[config.mk]
export PLATFORM = sky130hd
export DESIGN_NAME = pa_width_adapter
export DESIGN_NICKNAME = d
export VERILOG_FILES = /design/src/rtl/pa_adapt_pkg.sv /design/src/rtl/pa_mode_reg.sv /design/src/rtl/pa_addr_shaper.sv /design/src/rtl/pa_fwd_stage.sv /design/src/rtl/pa_err_sticky.sv /design/src/rtl/pa_width_adapter.sv
export SDC_FILE = /design/constraint.sdc
export NUM_CORES = 1
export LEC_CHECK = 0
export ABC_AREA = 1
export BUFFER_PORTS_ARGS = -buffer_cell sky130_fd_sc_hd__buf_2
export CORE_MARGIN = 2
export CORE_UTILIZATION = 51
export DETAILED_ROUTE_END_ITERATION = 12
export HOLD_SLACK_MARGIN = 0.15
export PLACE_DENSITY = 0.94
export SETUP_SLACK_MARGIN = 0.4
export SLEW_MARGIN = 20
export SYNTH_ARGS = -nofsm -noshare
export SYNTH_HDL_FRONTEND = slang
export SYNTH_SLANG_ARGS = --single-unit
[constraint.sdc]
create_clock -name clk -period 2.07 [get_ports clk]
set_input_delay 0.3105 -clock clk [delete_from_list [all_inputs] [get_ports clk]]
set_output_delay 0.3105 -clock clk [all_outputs]
set_load 0.005 [all_outputs]
[src/rtl/pa_adapt_pkg.sv]
// Package: shared mode encoding for the physical address width adapter.
// Assumes a single mode bit; 1 selects the full internal width.
package pa_adapt_pkg;

    typedef enum logic {
        PA_MODE_NARROW = 1'b0,
        PA_MODE_WIDE   = 1'b1
    } pa_mode_e;

    localparam pa_mode_e PA_MODE_RESET = PA_MODE_WIDE;

endpackage

[src/rtl/pa_mode_reg.sv]
// Module: pa_mode_reg
// Holds the address width mode. Written by a strobe; reset selects wide mode.
// Assumes the writer keeps cfg_mode_in valid whenever cfg_we is high.
module pa_mode_reg
    import pa_adapt_pkg::*;
(
    input  logic     clk,
    input  logic     rst_n,
    input  logic     wr_en,
    input  logic     wr_val,
    output pa_mode_e mode
);

    pa_mode_e mode_q;

    // Purpose: load a new mode on a write, wide mode out of reset.
    always_ff @(posedge clk) begin
        if (!rst_n) begin
            mode_q <= PA_MODE_RESET;
        end else if (wr_en) begin
            mode_q <= pa_mode_e'(wr_val);
        end
    end

    assign mode = mode_q;

endmodule

[src/rtl/pa_addr_shaper.sv]
// Module: pa_addr_shaper
// Narrows an internal address to the selected width and flags nonzero
// dropped bits. Purely combinational.
// Assumes NARROW_AW <= IN_AW.
module pa_addr_shaper
    import pa_adapt_pkg::*;
#(
    parameter int IN_AW     = 43,
    parameter int NARROW_AW = 41
) (
    input  logic [IN_AW-1:0] addr_in,
    input  pa_mode_e         mode,
    output logic [IN_AW-1:0] addr_out,
    output logic             overflow
);

    localparam int DROP_W = IN_AW - NARROW_AW;

    generate
        if (DROP_W > 0) begin : g_drop
            logic [DROP_W-1:0] upper;
            assign upper = addr_in[IN_AW-1:NARROW_AW];

            // Purpose: clear the dropped bits and detect lost information.
            always_comb begin
                addr_out = addr_in;
                overflow = 1'b0;
                if (mode == PA_MODE_NARROW) begin
                    addr_out[IN_AW-1:NARROW_AW] = '0;
                    overflow = |upper;
                end
            end
        end else begin : g_same
            assign addr_out = addr_in;
            assign overflow = 1'b0;
        end
    endgenerate

endmodule

[src/rtl/pa_fwd_stage.sv]
// Module: pa_fwd_stage
// One-entry forwarding register between the request and bus handshakes.
// Carries the shaped address, its error tag and the mode it was taken in.
// Assumes the bus side obeys valid/ready: a taken entry is gone next cycle.
module pa_fwd_stage #(
    parameter int AW = 43
) (
    input  logic          clk,
    input  logic          rst_n,
    input  logic          in_valid,
    output logic          in_ready,
    input  logic [AW-1:0] in_addr,
    input  logic          in_bad,
    input  logic          in_narrow,
    output logic          out_valid,
    input  logic          out_ready,
    output logic [AW-1:0] out_addr,
    output logic          out_bad,
    output logic          out_narrow
);

    logic          vld_q;
    logic [AW-1:0] addr_q;
    logic          bad_q;
    logic          narrow_q;
    logic          take;

    assign in_ready = !vld_q || out_ready;
    assign take     = in_valid && in_ready;

    // Purpose: occupancy of the single entry.
    always_ff @(posedge clk) begin
        if (!rst_n) begin
            vld_q <= 1'b0;
        end else if (in_ready) begin
            vld_q <= in_valid;
        end
    end

    // Purpose: capture the shaped address and its tags on acceptance.
    always_ff @(posedge clk) begin
        if (!rst_n) begin
            addr_q   <= '0;
            bad_q    <= 1'b0;
            narrow_q <= 1'b0;
        end else if (take) begin
            addr_q   <= in_addr;
            bad_q    <= in_bad;
            narrow_q <= in_narrow;
        end
    end

    assign out_valid  = vld_q;
    assign out_addr   = addr_q;
    assign out_bad    = bad_q;
    assign out_narrow = narrow_q;

endmodule

[src/rtl/pa_err_sticky.sv]
// Module: pa_err_sticky
// Sticky error bit. A set wins over a clear in the same cycle.
// Assumes set is a single-cycle event per offending transfer.
module pa_err_sticky (
    input  logic clk,
    input  logic rst_n,
    input  logic set,
    input  logic clr,
    output logic flag
);

    logic flag_q;

    // Purpose: hold the error until cleared; new errors take priority.
    always_ff @(posedge clk) begin
        if (!rst_n) begin
            flag_q <= 1'b0;
        end else begin
            flag_q <= set || (flag_q && !clr);
        end
    end

    assign flag = flag_q;

endmodule

[src/rtl/pa_width_adapter.sv]
// Module: pa_width_adapter (top)
// Forwards internal physical addresses to a bus at a run-time selected width.
// In narrow mode it drops the upper bits, still forwards the address, and
// raises a sticky error one cycle after the bus takes an address whose
// dropped bits were nonzero.
// Assumes IN_AW > NARROW_AW and a standard valid/ready bus.
module pa_width_adapter
    import pa_adapt_pkg::*;
#(
    parameter int IN_AW     = 43,
    parameter int NARROW_AW = 41
) (
    input  logic             clk,
    input  logic             rst_n,
    input  logic             cfg_we,
    input  logic             cfg_mode_in,
    input  logic             req_valid,
    output logic             req_ready,
    input  logic [IN_AW-1:0] req_addr,
    output logic             bus_valid,
    input  logic             bus_ready,
    output logic [IN_AW-1:0] bus_addr,
    input  logic             err_clr,
    output logic             err_flag
);

    pa_mode_e         cur_mode;
    logic [IN_AW-1:0] shaped_addr;
    logic             shaped_bad;
    logic             fwd_bad;
    logic             fwd_narrow;
    logic             err_set;

    pa_mode_reg u_mode (
        .clk    (clk),
        .rst_n  (rst_n),
        .wr_en  (cfg_we),
        .wr_val (cfg_mode_in),
        .mode   (cur_mode)
    );

    pa_addr_shaper #(
        .IN_AW     (IN_AW),
        .NARROW_AW (NARROW_AW)
    ) u_shape (
        .addr_in  (req_addr),
        .mode     (cur_mode),
        .addr_out (shaped_addr),
        .overflow (shaped_bad)
    );

    pa_fwd_stage #(
        .AW (IN_AW)
    ) u_fwd (
        .clk        (clk),
        .rst_n      (rst_n),
        .in_valid   (req_valid),
        .in_ready   (req_ready),
        .in_addr    (shaped_addr),
        .in_bad     (shaped_bad),
        .in_narrow  (cur_mode == PA_MODE_NARROW),
        .out_valid  (bus_valid),
        .out_ready  (bus_ready),
        .out_addr   (bus_addr),
        .out_bad    (fwd_bad),
        .out_narrow (fwd_narrow)
    );

    // The error is raised by the completed bus transfer, never before it.
    assign err_set = bus_valid && bus_ready && fwd_bad;

    pa_err_sticky u_err (
        .clk   (clk),
        .rst_n (rst_n),
        .set   (err_set),
        .clr   (err_clr),
        .flag  (err_flag)
    );

endmodule

# [After elaboration in Yosys (flattened, before gate mapping)]
# Index checks and enable logic that the tools add are counted.
[word_totals] out_inout_bits=46 ff_bits=47 wordCells=16 in_bits=50
[classes] mux=2 reduce_logical=9
[op_table] operator="$logic_and A1 B1 Y1" count=4
[op_table] operator="$logic_not A1 Y1" count=2
[op_table] operator="$logic_or A1 B1 Y1" count=2
[op_table] operator="$mux W2" count=1
[op_table] operator="$reduce_or A2 Y1" count=1
[op_table] operator="$mux W1" count=1

# [Depth between registers and ports, before layout]
# Gate-level depths: netlist (run 1).
[logic_depth] depth_word=3 mapped_depth=7 depth_no_buf=6

# [Cells and area by module]
# A second synthesis (run 1) with hierarchy kept.
[unflattened] hier_cells=362 area_unflattened_um2=2516.2
[by_module_without_submodules] module="pa_fwd_stage" cells_per_inst=300 seq_area_each_um2=920.9 n_inst=1 area_each_um2=2080.7
[by_module_without_submodules] module="pa_addr_shaper" cells_per_inst=47 seq_area_each_um2=0.0 n_inst=1 area_each_um2=330.3
[by_module_without_submodules] module="pa_err_sticky" cells_per_inst=6 seq_area_each_um2=20.0 n_inst=1 area_each_um2=43.8
[by_module_without_submodules] module="pa_mode_reg" cells_per_inst=5 seq_area_each_um2=20.0 n_inst=1 area_each_um2=43.8
[by_module_without_submodules] module="pa_width_adapter" cells_per_inst=4 seq_area_each_um2=0.0 n_inst=1 area_each_um2=17.5

# [Worst setup path before layout (run 1)]
# Ideal clock, no wire load.
[synth_path] path_type="reg2reg" from="register u_fwd.vld_q (netlist: u_fwd.out_valid)" to="register u_fwd.addr_q[0] (netlist: u_fwd.out_addr[0])" arrival_time_ps=885 required_ps=1960 setup_slack_ps=1075 path_stages_with_launch=7 path_buffers=1 setup_time_ps=110 period_less_slack_ps=995 path_cell_list="dfxtp_1 nand2_4 nand2_4 inv_6 buf_8 nor2_2 nor2_2"
[synth_between] elab_chain_len=3
[synth_lines] element="from (decl)" line_no="pa_fwd_stage.sv:22" text="logic vld_q;"
[synth_lines] element="from (signal assigned)" line_no="pa_fwd_stage.sv:36" text="vld_q <= in_valid;"
[synth_lines] element="$logic_not A1 Y1" line_no="pa_fwd_stage.sv:28" text="assign in_ready = !vld_q || out_ready;"
[synth_lines] element="$logic_or A1 B1 Y1" line_no="pa_fwd_stage.sv:28"
[synth_lines] element="$logic_and A1 B1 Y1" line_no="pa_fwd_stage.sv:29" text="assign take = in_valid && in_ready;"
[synth_lines] element="to (signal assigned)" line_no="pa_fwd_stage.sv:47" text="addr_q <= in_addr;"
[synth_lines] element="to (decl)" line_no="pa_fwd_stage.sv:23" text="logic [AW-1:0] addr_q;"
# Every way passes these cells.
# A chain may end at the register's enable or synchronous reset.

# [Worst setup path in the final report (run 1)]
[layout_path] from="register u_fwd.vld_q (netlist: u_fwd.out_valid)" to="output port req_ready"
[layout_between] elab_chain_len=2
[layout_lines] element="$logic_not A1 Y1" line_no="pa_fwd_stage.sv:28"
[layout_lines] element="$logic_or A1 B1 Y1" line_no="pa_fwd_stage.sv:28"
[layout_lines] element="to (decl)" line_no="pa_width_adapter.sv:18" text="output logic req_ready,"
# Every way passes these cells.

==> results of run 1 <==
sequential cells by signal, indices dropped and copies added, names as in the netlist:
signal,cells
u_fwd.out_addr,43
u_err.flag,1
u_fwd.out_bad,1
u_fwd.out_valid,1
u_mode.mode,1
routing by layer:
layer / up-vias / track usage, % / wire, µm
li1: 1066 / - / -
met1: 916 / 22.2 / 1980
met2: 63 / 34.1 / 2370
met3: 2 / 6.20 / 324
met4: 0 / 5.34 / 14
met5: - / 0 / 0
through the flow:
stage / hold WS, ns / utilization, % / setup WS, ns / cells / power, mW
6_report: 0.219 / 65.2 / 0.529 / 442 / 2.09
5_1_grt: 0.228 / 65.2 / 0.471 / 442 / 2.20
4_1_cts: 0.205 / 65.0 / 0.412 / 442 / 2.12
3_5_place_dp: 0.461 / 62.2 / 0.613 / 434 / 1.43
3_3_place_gp: 0.452 / 62.2 / 0.638 / 434 / 1.41
2_1_floorplan: 0.411 / - / 1.07 / 302 / 1.30
cells in the mapped netlist:
cell type	instances	area share (%)
nand3_1	43	9.6
nor2_1	10	1.7
buf_2	14	3.1
a21oi_1	3	0.67
o21ai_0	1	0.22
dfxtp_1	47	42
nand2_1	49	8.2
nor2_2	80	22
inv_6	1	0.39
inv_1	47	7.9
buf_8	4	2.7
nand2_4	2	1.0
inv_2	1	0.17
repair_timing:
action,in CTS,in global routing
hold buffers,0,0
endpoints found under the setup margin,0,1
gates resized for setup,0,2
worst paths after layout:
path	startpoint	end	slack (ns)	cells past startpoint
worst min-delay path	cfg_we	u_mode.mode	0.22	2
worst max-delay path	u_fwd.out_valid	req_ready	0.53	3
worst max register to register	u_fwd.out_valid	u_fwd.out_addr[29]	0.81	5
worst min register to register	u_fwd.out_addr[4]	u_fwd.out_addr[4]	0.48	2
cell families after synthesis:
family          synth area share (%)
simple gates                    42.8
flops                           42.0
buf+inv                         14.2
compound gates                 0.893
layout make-up:
cell class	count	area, µm²	share of cell area, %
clock buffer	6	82.6	2.95
multi-input combinational	188	988	35.3
inverter	49	189	6.75
sequential	47	942	33.6
timing repair buffer	98	498	17.8
tap	52	65.1	2.32
clock inverter	2	35.0	1.25
where the power goes:
| group | leakage, nW | total, mW | internal, mW | switching (mW) |
|---|---|---|---|---|
| Clock | 0.0612 | 0.686 | 0.391 | 0.295 |
| Sequential | 0.391 | 1.02 | 0.975 | 0.0497 |
| Combinational | 1.11 | 0.380 | 0.172 | 0.208 |
==> flow_metrics.env, run 1 <==
export IMPL_num_antenna_cells=0
export IMPL_dp_hpwl_mm=3.43
export IMPL_clk_pin_slew_ns=0.09
export IMPL_via_per_inst=4.63
export IMPL_die_h_um=70.3
export IMPL_arrival_ns=1.23
export IMPL_gp_congestion=0.751
export IMPL_layout_commonest_cell="buf_2"
export IMPL_layout_common_cells="buf_2 (95), nor2_2 (80), nand2_1 (49)"
export IMPL_path_max_fanout=29
export IMPL_postCtsSetupRepairBufs=0
export IMPL_cap_violations=0
export IMPL_cts_buffer_depth=2
export IMPL_drc_errors=0
export IMPL_clkSinkCount=47
export IMPL_area_delta_synth_final_pct=25.0
export IMPL_rsz0062_at_grt="no"
export IMPL_rows=24
export IMPL_min_period_ns=1.54
export IMPL_synth_cell_type_count=13
export IMPL_htreeDepth=2
export IMPL_drt_total_wl_mm=4.70
export IMPL_finish_instance_area_um2=2800
export IMPL_initial_core_util_pct=52.2
export IMPL_nNetsFinal=439
export IMPL_insertion_delay_ns=0.29
export IMPL_timing_final_crit_share_pct=74.4
export IMPL_crit_family="buffers and inverters"
export IMPL_grt_pass1_wl_mm=7.77
export IMPL_grt_ovfl_total=0
export IMPL_ys_warnings_count=0
export IMPL_die_area_um2=4940
export IMPL_endpoint_kind="primary output"
export IMPL_slew_viol_final=0
export IMPL_vias=2047
export IMPL_avgRoutedWirePerCell_um=10.6
export IMPL_hold_viol_final=0
export IMPL_p_leak_nw=1.56
export IMPL_powerDensity_nw_per_um2=747
export IMPL_worstSetupStartpointType="flip-flop"
export IMPL_synth_area_um2=2240
export IMPL_ir_worst_vdd_v=0.000438
export IMPL_timing_fmax_mhz=649
export IMPL_nFillCells=378
export IMPL_gr_usage_all_layers_pct=19.3
export IMPL_required_ns=1.76
export IMPL_tightest_slew_ns=0.478
export IMPL_criticalPathCategory="flip-flop to primary output"
export IMPL_root_buffer="clkbuf_8"
export IMPL_core_um2=4290
export IMPL_drt_iter0_drc=73
export IMPL_first_pass_iters=4
export IMPL_tns_ns=0
export IMPL_syn_instance_count=302
export IMPL_ant_nets=0
export IMPL_hold_class="input port to flip-flop"
export IMPL_die_x_um=70.3
export IMPL_slew_headroom_pct=68.1
export IMPL_critPathBufInv=2
export IMPL_cts_made_buffers=5
export IMPL_path_cells="nand2_8 > buf_4 > buf_2"
export IMPL_placed_cell_area_um2=2670
export IMPL_finalSetupViolCount=0
export IMPL_syn_nets=352
export IMPL_ys_ff_latch=47
export IMPL_worst_clock_skew_ns=0.00385
export IMPL_antenna_found_initial=0
export IMPL_layout_drive_gt1_share_pct=49.0
export IMPL_status="finished clean"
export IMPL_yosysSeqAreaShare_pct=42.0
export IMPL_grt_pass1_vias=1874
export IMPL_grt_max_degree=43
export IMPL_port_buffers=95
export IMPL_synth_avg_cell_area_um2=7.42
export IMPL_io_pins=96
export IMPL_cts_tree="yes"
export IMPL_cp_slowest_cell="dfxtp_2"
export IMPL_cpPeakStageDelay_ns=0.36
(Power assumes the default switching activity.)
==> run 2, diff against run 1 <==
--- a/config.mk
+++ b/config.mk
@@ -8,10 +8,10 @@
 export ABC_AREA = 1
 export BUFFER_PORTS_ARGS = -buffer_cell sky130_fd_sc_hd__buf_2
 export CORE_MARGIN = 2
-export CORE_UTILIZATION = 51
+export CORE_UTILIZATION = 43
 export DETAILED_ROUTE_END_ITERATION = 12
 export HOLD_SLACK_MARGIN = 0.15
-export PLACE_DENSITY = 0.94
+export PLACE_DENSITY = 0.85
 export SETUP_SLACK_MARGIN = 0.4
 export SLEW_MARGIN = 20
 export SYNTH_ARGS = -nofsm -noshare
==> constraint.sdc (replaced) <==
create_clock -name clk -period 1.35 [get_ports clk]
set_input_delay 0.2025 -clock clk [delete_from_list [all_inputs] [get_ports clk]]
set_output_delay 0.2025 -clock clk [all_outputs]
set_load 0.005 [all_outputs]
==> flow_metrics.env, run 2 (same netlist as run 1, synthesis figures left out) <==
export IMPL_core_um2=5070
export IMPL_dp_hpwl_mm=3.35
export IMPL_cp_slowest_cell="dfxtp_2"
export IMPL_p_total_mw=3.37
export IMPL_path_max_fanout=4
export IMPL_finalSetupViolCount=0
export IMPL_insertion_delay_ns=0.29
export IMPL_drt_iter0_drc=97
export IMPL_area_delta_synth_final_pct=61.3
export IMPL_cts_tree="yes"
export IMPL_vias=2388
export IMPL_combinationalPowerShare_pct=28.7
export IMPL_drc_errors=0
export IMPL_avgRoutedWirePerCell_um=12.6
export IMPL_required_ns=1.15
export IMPL_p_sw_share_pct=29.8
export IMPL_nNetsFinal=503
export IMPL_die_x_um=76.2
export IMPL_initial_core_util_pct=44.1
export IMPL_htreeDepth=2
export IMPL_dp_cells=455
export IMPL_clk_pin_slew_ns=0.08
export IMPL_timing_fmax_mhz=861
export IMPL_cts_made_buffers=5
export IMPL_cts_buffer_depth=2
export IMPL_pwr_share_seq_pct=46.9
export IMPL_gr_usage_all_layers_pct=22.6
export IMPL_grt_pass1_wl_mm=10.6
export IMPL_port_buffers=95
export IMPL_die_h_um=76.2
export IMPL_layout_common_cells="buf_2 (87), nor2_2 (62), buf_4 (54)"
export IMPL_clkPwrFrac_pct=24.4
export IMPL_largest_reg_flops=43
export IMPL_grt_max_degree=25
export IMPL_min_period_ns=1.16
export IMPL_ir_worst_vdd_v=0.000635
export IMPL_status="finished clean"
export IMPL_hold_class="input port to flip-flop"
export IMPL_ant_nets=0
export IMPL_grt_pass1_vias=2357
export IMPL_slew_headroom_pct=83.0
export IMPL_layout_drive_gt1_share_pct=66.1
export IMPL_clkSinkCount=47
export IMPL_num_antenna_cells=0
export IMPL_nFillCells=405
export IMPL_p_leak_nw=1.97
export IMPL_first_pass_iters=4
export IMPL_worst_clock_skew_ns=0.00178
export IMPL_drt_total_wl_mm=6.62
export IMPL_timing_final_crit_share_pct=86.0
export IMPL_criticalPathCategory="flip-flop to primary output"
export IMPL_rows=26
export IMPL_rsz0062_at_grt="yes"
export IMPL_finish_instance_area_um2=3610
export IMPL_cap_violations=0
export IMPL_internal_power_mw=2.36
export IMPL_tightest_slew_ns=0.254
export IMPL_pre_cts_ws_ns=0.233
export IMPL_slew_viol_final=0
export IMPL_layout_commonest_cell="buf_2"
export IMPL_tns_ns=0
export IMPL_io_pins=96
export IMPL_via_per_inst=4.56
export IMPL_worstSetupStartpointType="flip-flop"
export IMPL_root_buffer="clkbuf_8"
export IMPL_hold_viol_final=0
export IMPL_p_switching_mw=1.00
export IMPL_powerDensity_nw_per_um2=932
export IMPL_placed_cell_area_um2=2730
export IMPL_arrival_ns=0.96
export IMPL_antenna_found_initial=0
export IMPL_setup_slack_ns=0.189
export IMPL_cpPeakStageDelay_ns=0.36
export IMPL_instances_no_fill=524
export IMPL_path_cells="nand2_4 > buf_12 > buf_6"
export IMPL_grt_ovfl_total=0
export IMPL_die_area_um2=5800
export IMPL_gp_congestion=0.780
export IMPL_endpoint_kind="primary output"
run 2: critical path, delay by kind of cell, from the launching register on:
| kind | cells | cell delay, ns |
|---|---|---|
| buffers and inverters | 2 | 0.23 |
| AND/OR/NAND/NOR | 1 | 0.07 |
| flip-flops | 1 | 0.36 |
run 2: worst paths after layout:
check                        from                  to  cells past startpoint  slack [ns]
setup / recovery  u_fwd.out_valid           req_ready                      3        0.19
hold / removal            err_clr          u_err.flag                      4        0.18
setup reg to reg  u_fwd.out_valid  u_fwd.out_addr[30]                      7        0.19
hold reg to reg        u_err.flag          u_err.flag                      2        0.50
run 2: stage by stage:
| step | util (%) | hold slack (ns) |
|---|---|---|
| after global placement | 53.8 | 0.409 |
| after detailed placement | 53.8 | 0.425 |
| after CTS | 68.4 | 0.150 |
| after floorplan | - | 0.303 |
| after global routing | 71.2 | 0.169 |
| final | 71.2 | 0.181 |
run 2: layer usage:
layer  part of all wire [%]  track usage (%)
met1                     40             25.5
met4                    1.5             7.45
met3                    5.3             5.09
met2                     53             42.1
met5                      0                0
run 2: final cells by class:
type                    instances  area (µm²)  area share [%]
clock buffers                   5        68.8            1.91
clock inverters                 3        15.0           0.416
inverters                      49         200            5.54
multi-input cells             189        1110            30.7
flip-flops and latches         47         997            27.6
well taps                      70        87.6            2.42
repair buffers                156        1060            29.3
repair inverters                5        75.1            2.08
run 2: repair_timing:
action | in CTS | in global routing
hold buffers | 2 | 0
cloned | 7 | 0
pin swaps | 2 | 1
resized for setup | 77 | 15
hold endpoints to repair | 1 | 0
buffers inserted | 44 | 8
endpoints found under the setup margin | 88 | 91
run 2: power by group through the flow:
stage | clock network [mW] | logic (mW) | registers, mW
after global routing | 0.896 | 1.05 | 1.59
after global placement | 0 | 0.585 | 1.60
after detailed placement | 0 | 0.599 | 1.60
after floorplan | 0 | 0.386 | 1.61
after CTS | 0.834 | 0.886 | 1.57
final | 0.822 | 0.966 | 1.58
